File: src/rtl/iso_seq_pkg.sv
package iso_seq_pkg;

    typedef enum logic [2:0] {
        ST_IDLE,
        ST_CLOSE,
        ST_SETTLE,
        ST_TRIP,
        ST_OPEN
    } seq_state_e;

    // One bit per switch pulse line; order fixes the pulse-generator index.
    typedef struct packed {
        logic s1a_set;
        logic s1b_set;
        logic s1a_rst;
        logic s1b_rst;
        logic s2_rst;
    } sw_cmd_t;

    localparam int NUM_SW = $bits(sw_cmd_t);

    function automatic int max2(input int a, input int b);
        return (a > b) ? a : b;
    endfunction

endpackage

File: src/rtl/iso_sync2.sv
module iso_sync2 #(
    parameter int W = 1
) (
    input  logic         clk,
    input  logic         rst,
    input  logic [W-1:0] d_i,
    output logic [W-1:0] q_o
);
    logic [W-1:0] meta_q;

    always_ff @(posedge clk) begin
        if (rst) begin
            meta_q <= '0;
            q_o    <= '0;
        end else begin
            meta_q <= d_i;
            q_o    <= meta_q;
        end
    end
endmodule

File: src/rtl/iso_level_filter.sv
module iso_level_filter #(
    parameter int STABLE_CYC = 16
) (
    input  logic clk,
    input  logic rst,
    input  logic raw_i,
    output logic level_o
);
    localparam int CW = $clog2(STABLE_CYC + 1);

    logic          sync_s;
    logic [CW-1:0] run_q;

    iso_sync2 #(.W(1)) u_sync (
        .clk (clk),
        .rst (rst),
        .d_i (raw_i),
        .q_o (sync_s)
    );

    always_ff @(posedge clk) begin
        if (rst) begin
            level_o <= 1'b0;
            run_q   <= '0;
        end else if (sync_s != level_o) begin
            if (run_q == CW'(STABLE_CYC - 1)) begin
                level_o <= sync_s;
                run_q   <= '0;
            end else begin
                run_q <= run_q + 1'b1;
            end
        end else begin
            run_q <= '0;
        end
    end
endmodule

File: src/rtl/iso_pulse_gen.sv
module iso_pulse_gen #(
    parameter int PULSE_LEN = 8
) (
    input  logic clk,
    input  logic rst,
    input  logic fire_i,
    output logic pulse_o
);
    localparam int CW = $clog2(PULSE_LEN + 1);

    logic [CW-1:0] left_q;

    always_ff @(posedge clk) begin
        if (rst) begin
            pulse_o <= 1'b0;
            left_q  <= '0;
        end else if (fire_i) begin
            pulse_o <= 1'b1;
            left_q  <= CW'(PULSE_LEN - 1);
        end else if (left_q != '0) begin
            left_q <= left_q - 1'b1;
        end else begin
            pulse_o <= 1'b0;
        end
    end
endmodule

File: src/rtl/iso_seq_fsm.sv
module iso_seq_fsm
    import iso_seq_pkg::*;
#(
    parameter int PULSE_LEN  = 8,
    parameter int SETTLE_CYC = 256
) (
    input  logic       clk,
    input  logic       rst,
    input  logic       bus_neg_q,
    input  logic [1:0] fault_q,   // bit 0 channel A, bit 1 channel B
    output sw_cmd_t    fire_o,
    output logic [1:0] ok_o
);
    localparam int TW = $clog2(max2(PULSE_LEN, SETTLE_CYC) + 1);
    localparam logic [TW-1:0] T_PULSE  = TW'(PULSE_LEN - 1);
    localparam logic [TW-1:0] T_SETTLE = TW'(SETTLE_CYC - 1);

    seq_state_e    state_q, state_d;
    logic [TW-1:0] tmr_q, tmr_d;
    logic          closed_q, closed_d;
    logic [1:0]    ok_d;

    always_comb begin
        state_d  = state_q;
        tmr_d    = (tmr_q != '0) ? tmr_q - 1'b1 : tmr_q;
        closed_d = closed_q;
        ok_d     = ok_o;
        fire_o   = '0;
        unique case (state_q)
            ST_IDLE: begin
                if (bus_neg_q && !closed_q) begin
                    fire_o.s1a_set = 1'b1;
                    fire_o.s1b_set = 1'b1;
                    closed_d       = 1'b1;
                    tmr_d          = T_PULSE;
                    state_d        = ST_CLOSE;
                end else if (!bus_neg_q && closed_q) begin
                    fire_o.s1a_rst = 1'b1;
                    fire_o.s1b_rst = 1'b1;
                    fire_o.s2_rst  = 1'b1;
                    closed_d       = 1'b0;
                    ok_d           = 2'b00;
                    tmr_d          = T_PULSE;
                    state_d        = ST_OPEN;
                end
            end
            ST_CLOSE: begin
                if (tmr_q == '0) begin
                    tmr_d   = T_SETTLE;
                    state_d = ST_SETTLE;
                end
            end
            ST_SETTLE: begin
                if (!bus_neg_q) begin
                    fire_o.s1a_rst = 1'b1;
                    fire_o.s1b_rst = 1'b1;
                    fire_o.s2_rst  = 1'b1;
                    closed_d       = 1'b0;
                    ok_d           = 2'b00;
                    tmr_d          = T_PULSE;
                    state_d        = ST_OPEN;
                end else if (tmr_q == '0) begin
                    fire_o.s1a_rst = fault_q[0];
                    fire_o.s1b_rst = fault_q[1];
                    ok_d           = ~fault_q;
                    tmr_d          = T_PULSE;
                    state_d        = ST_TRIP;
                end
            end
            ST_TRIP, ST_OPEN: begin
                if (tmr_q == '0) state_d = ST_IDLE;
            end
            default: state_d = ST_IDLE;
        endcase
    end

    always_ff @(posedge clk) begin
        if (rst) begin
            state_q  <= ST_IDLE;
            tmr_q    <= '0;
            closed_q <= 1'b0;
            ok_o     <= 2'b00;
        end else begin
            state_q  <= state_d;
            tmr_q    <= tmr_d;
            closed_q <= closed_d;
            ok_o     <= ok_d;
        end
    end
endmodule

File: src/rtl/iso_seq_ctrl.sv
module iso_seq_ctrl
    import iso_seq_pkg::*;
#(
    parameter int PULSE_LEN  = 8,
    parameter int SETTLE_CYC = 256,
    parameter int STABLE_CYC = 16
) (
    input  logic clk,
    input  logic rst,
    input  logic bus_neg_i,
    input  logic fault_a_i,
    input  logic fault_b_i,
    output logic s1a_set_o,
    output logic s1b_set_o,
    output logic s1a_rst_o,
    output logic s1b_rst_o,
    output logic s2_rst_o,
    output logic a_ok_o,
    output logic b_ok_o
);
    logic              bus_neg_q;
    logic [1:0]        fault_q;
    logic [1:0]        ok_s;
    sw_cmd_t           fire_s;
    sw_cmd_t           pulse_s;
    logic [NUM_SW-1:0] fire_vec;
    logic [NUM_SW-1:0] pulse_vec;

    iso_level_filter #(.STABLE_CYC(STABLE_CYC)) u_pol (
        .clk     (clk),
        .rst     (rst),
        .raw_i   (bus_neg_i),
        .level_o (bus_neg_q)
    );

    iso_sync2 #(.W(2)) u_fsync (
        .clk (clk),
        .rst (rst),
        .d_i ({fault_b_i, fault_a_i}),
        .q_o (fault_q)
    );

    iso_seq_fsm #(
        .PULSE_LEN  (PULSE_LEN),
        .SETTLE_CYC (SETTLE_CYC)
    ) u_fsm (
        .clk       (clk),
        .rst       (rst),
        .bus_neg_q (bus_neg_q),
        .fault_q   (fault_q),
        .fire_o    (fire_s),
        .ok_o      (ok_s)
    );

    assign fire_vec = fire_s;

    for (genvar i = 0; i < NUM_SW; i++) begin : g_pulse
        iso_pulse_gen #(.PULSE_LEN(PULSE_LEN)) u_pg (
            .clk     (clk),
            .rst     (rst),
            .fire_i  (fire_vec[i]),
            .pulse_o (pulse_vec[i])
        );
    end

    assign pulse_s   = sw_cmd_t'(pulse_vec);
    assign s1a_set_o = pulse_s.s1a_set;
    assign s1b_set_o = pulse_s.s1b_set;
    assign s1a_rst_o = pulse_s.s1a_rst;
    assign s1b_rst_o = pulse_s.s1b_rst;
    assign s2_rst_o  = pulse_s.s2_rst;
    assign a_ok_o    = ok_s[0];
    assign b_ok_o    = ok_s[1];
endmodule

File: config.mk
export PLATFORM = sky130hd
export DESIGN_NAME = iso_seq_ctrl
export DESIGN_NICKNAME = d
export VERILOG_FILES = /design/src/rtl/iso_seq_pkg.sv /design/src/rtl/iso_sync2.sv /design/src/rtl/iso_level_filter.sv /design/src/rtl/iso_pulse_gen.sv /design/src/rtl/iso_seq_fsm.sv /design/src/rtl/iso_seq_ctrl.sv
export SDC_FILE = /design/constraint.sdc
export NUM_CORES = 1
export LEC_CHECK = 0
export CORE_AREA = 2 2 73 75
export DETAILED_ROUTE_END_ITERATION = 8
export DIE_AREA = 0 0 75 77
export GPL_ROUTABILITY_DRIVEN = 0
export GPL_TIMING_DRIVEN = 1
export PLACE_DENSITY = 0.74
export RECOVER_POWER = 100
export SETUP_SLACK_MARGIN = 0.1
export SLEW_MARGIN = 15
export SYNTH_ARGS = -nofsm -noshare
export SYNTH_HDL_FRONTEND = slang
export SYNTH_SLANG_ARGS = --single-unit
File: constraint.sdc
create_clock -name clk -period 5.5 [get_ports clk]
set_input_delay 0.55 -clock clk [delete_from_list [all_inputs] [get_ports clk]]
set_output_delay 0.55 -clock clk [all_outputs]
set_load 0.02 [all_outputs]
==> impl_metrics.csv <==
group,metric,value,unit
floorplan,io-pin-count,12,
routing,routed_wl,4060,um
setup_path,end_kind,"flip-flop",
status,status,"complete, but fails checks",
layout,nNetsFinal,301,
setup_path,crit_start,"u_fsm.tmr_q[0]$_SDFF_PP0_",
floorplan,die_x,75,um
timing,finalClockSkew,0.00570,ns
setup_path,worstPathArrival,3.11,ns
setup_path,critPathLaunchType,"flip-flop",
setup_path,required,5.61,ns
clocking,clock_latency,0.30,ns
routing,drtPass1Iterations,4,
routing,ant_nets,0,
floorplan,num_rows,26,
routing,routed_via_density,5.23,
synth,seq_area_frac_synth,42.6,%
setup_path,path_buf_inv,2,
routing,wl_met1,2040,um
synth,synth_nets,296,
place,port_buffers,11,
setup_path,worstSetupPathType,"flip-flop to flip-flop",
grt,grt_usage,15.5,%
clocking,post_cts_buffers,0,
routing,drcViolationCount,0,
routing,vias,1846,
timing,worstMarginPinSlew,1.89,ns
setup_path,timing.rr.start,"u_fsm.tmr_q[0]$_SDFF_PP0_",
floorplan,die-height,77,um
floorplan,die_area,5780,sq um
setup_path,critical_path.max_stage_delay,0.59,ns
power,p_total,0.00126,W
layout,drive_gt1_share,6.71,%
grt,grt_max_degree,45,
timing,finalHoldViolCount,0,
clocking,cts_root_buffer,"clkbuf_8",
timing,timing.slew.headroom,-25.7,%
routing,wire_per_inst,11.5,um
clocking,cts_tree,"done",
layout,multi_input_area,1230,sq um
routing,wl_met2,1860,um
timing,tns,0,ns
clocking,ctsHoldBuffers,0,
grt,antenna_found_initial,0,
routing,drtIter0Drc,61,
timing,drv_slew,45,
setup_path,crit_chain,"inv_1 > ha_1 > or3b_2 > nor3_1 > inv_1 > ha_1 > nor2b_1 > a21oi_1 > o221ai_1 > a21oi_1",
clocking,ctsResizeCount,0,
timing,max_freq,0.333,GHz
flow_run,cap_viol_max_count,1,
clocking,path_clk_slew,0.09,ns
grt,grt_pass1_vias,1655,
routing,dr_wl_met3,99,um
clocking,cts.htree.levels,2,
timing,setup-violations-final,0,
routing,top_layer,"met4",
clocking,clock_path_buffers,2,
synth,postSynthAreaPerCell,8.82,sq um
layout,seqCellArea,1040,sq um
power,leakage,1.03,nW
setup_path,cp_slowest_cell,"nor3_1",
setup_path,critPathTopFamily,"simple AND/OR/NAND/NOR gates",
clocking,numCtsBuffers,5,
synth,synthFlopType,"dfxtp_1",
setup_path,critPathMaxFanout,8,
power,vdd_drop_max,0.000300,V
synth,synth_edf_count,0,
synth,syn-cell-area,2440,sq um
min_path,min_path_type,"flip-flop to flip-flop",
place,hpwl,2890,um
layout,area_growth,8.35,%
floorplan,start_util,49.1,%
synth,synth.distinct_cells,46,
timing,fin_crit,3.00,ns
grt,grt_overflow,0,
layout,antenna_cells,0,
status,violations,"max-capacitance violations, max-slew violations",
timing,rsz0062_at_grt,"no",
min_path,worstHoldStart,"u_fsync.meta_q[0]$_SDFF_PP0_",
power,p_per_area,477,nW/um^2
synth,synth_cells,277,
timing,period_share,54.5,%
grt,grt_pass1_wl,7130,um
floorplan,fp.coreArea,4980,sq um
clocking,cts_sinks,52,
synth,synth-seq-cells,52,
synth,async_reset_ff_share,0,%
layout,n_fill_cell,463,
synth,yosys_warnings,0,
==> worst register-to-register path, stage by stage (launching register included) <==
cell	delay, ns
dfxtp_1	0.35
inv_1	0.08
ha_1	0.23
or3b_2	0.53
nor3_1	0.59
inv_1	0.20
ha_1	0.35
nor2b_1	0.12
a21oi_1	0.05
o221ai_1	0.21
a21oi_1	0.09
==> kinds of logic (layout without fill, tap and decap cells) <==
kind of cell / count (synthesis) / after routing / share of synthesized area [%]
buffers and inverters: 35 / 41 / 6.35
and+or+nand+nor: 87 / 87 / 19.5
muxes: 2 / 2 / 0.820
AOI/OAI and AO/OA: 71 / 71 / 17.8
DFF: 52 / 52 / 42.6
adders and majority gates: 14 / 14 / 7.17
xor gates and xnor gates: 16 / 16 / 5.74
==> routing by layer <==
| layer | track usage [%] | vias to the layer above |
|---|---|---|
| met4 | 5.89 | 0 |
| met2 | 24.0 | 20 |
| met1 | 20.6 | 841 |
| li1 | - | 978 |
| met3 | 3.55 | 7 |
| met5 | 0 | - |
==> where the power goes <==
part / switching (W) / internal [W] / leakage [nW] / total (W)
clock: 0.000126 / 0.0000904 / 0.0445 / 0.000216
sequential: 0.0000643 / 0.000461 / 0.426 / 0.000525
combinational: 0.000275 / 0.000247 / 0.556 / 0.000522
==> cell type report <==
type	instances	area share (%)
flip-flops and latches	52	39.3
clock buffers	5	2.60
inverters	21	2.98
well taps	70	3.31
clock inverters	3	0.804
repair buffers	12	4.30
multi-input cells	190	46.7
==> registers in the layout, indices dropped and copies added (netlist names) <==
| register | count |
|---|---|
| u_fsm.tmr_q | 9 |
| u_pol.level_o | 1 |
| g_pulse.u_pg.left_q | 20 |
| u_fsm.ok_o | 2 |
| u_pol.u_sync.q_o | 1 |
| g_pulse.u_pg.pulse_o | 5 |
| u_fsm.closed_q | 1 |
| u_pol.run_q | 5 |
| u_fsync.q_o | 2 |
| u_fsync.meta_q | 2 |
| u_fsm.state_q | 3 |
| u_pol.u_sync.meta_q | 1 |
==> metrics by stage <==
step                setup slack, ns  utilization, %  hold slack, ns  instances  area, sq um
finish                         2.50            53.2           0.443        353         2650
CTS                            2.97            53.5           0.450        353         2660
global route                   2.34            53.2           0.470        353         2650
detailed placement             2.99            51.7           0.427        345         2570
floorplan                      3.23               -           0.414        277         2440
global placement               3.09            51.7           0.415        345         2570
==> cells in the final DEF (no fill, tap or decap), types with 3 or more instances in the layout <==
master,instances
clkdlybuf4s50_1,3
ha_1,14
nor4_1,3
inv_1,21
dfxtp_1,52
nor2_1,13
or3_1,6
o21ai_0,14
nor2b_1,7
a21oi_1,32
xnor2_1,8
dlygate4sd3_1,8
nand2_1,25
nor3_1,12
a211oi_1,3
xor2_1,8
clkbuf_8,5
a31oi_1,5
or3b_2,6
==> path summary, 6_finish.rpt <==
check	to	slack, ns	cells after the start
hold / removal	u_fsync.q_o[0]$_SDFF_PP0_	0.44	1
setup / recovery	u_fsm.tmr_q[0]$_SDFF_PP0_	2.50	10
hold reg to reg	u_fsync.q_o[0]$_SDFF_PP0_	0.44	1
setup reg to reg	u_fsm.tmr_q[0]$_SDFF_PP0_	2.50	10
==> synthesized netlist by cell type (all sizes together) (3+ instances only) <==
master	count	area share (%)
nor3	12	2.9
nor2	13	2.0
nand2	25	3.8
xor2	8	2.9
xnor2	8	2.9
nor4	3	0.77
a31oi	5	1.3
dfxtp	52	43
nor2b	7	1.8
or3b	6	2.2
clkbuf	8	1.2
buf	6	1.9
a211oi	3	0.92
a21oi	32	6.6
ha	14	7.2
inv	21	3.2
or3	6	1.5
o21ai	14	2.9
(Power assumes the default switching activity.)
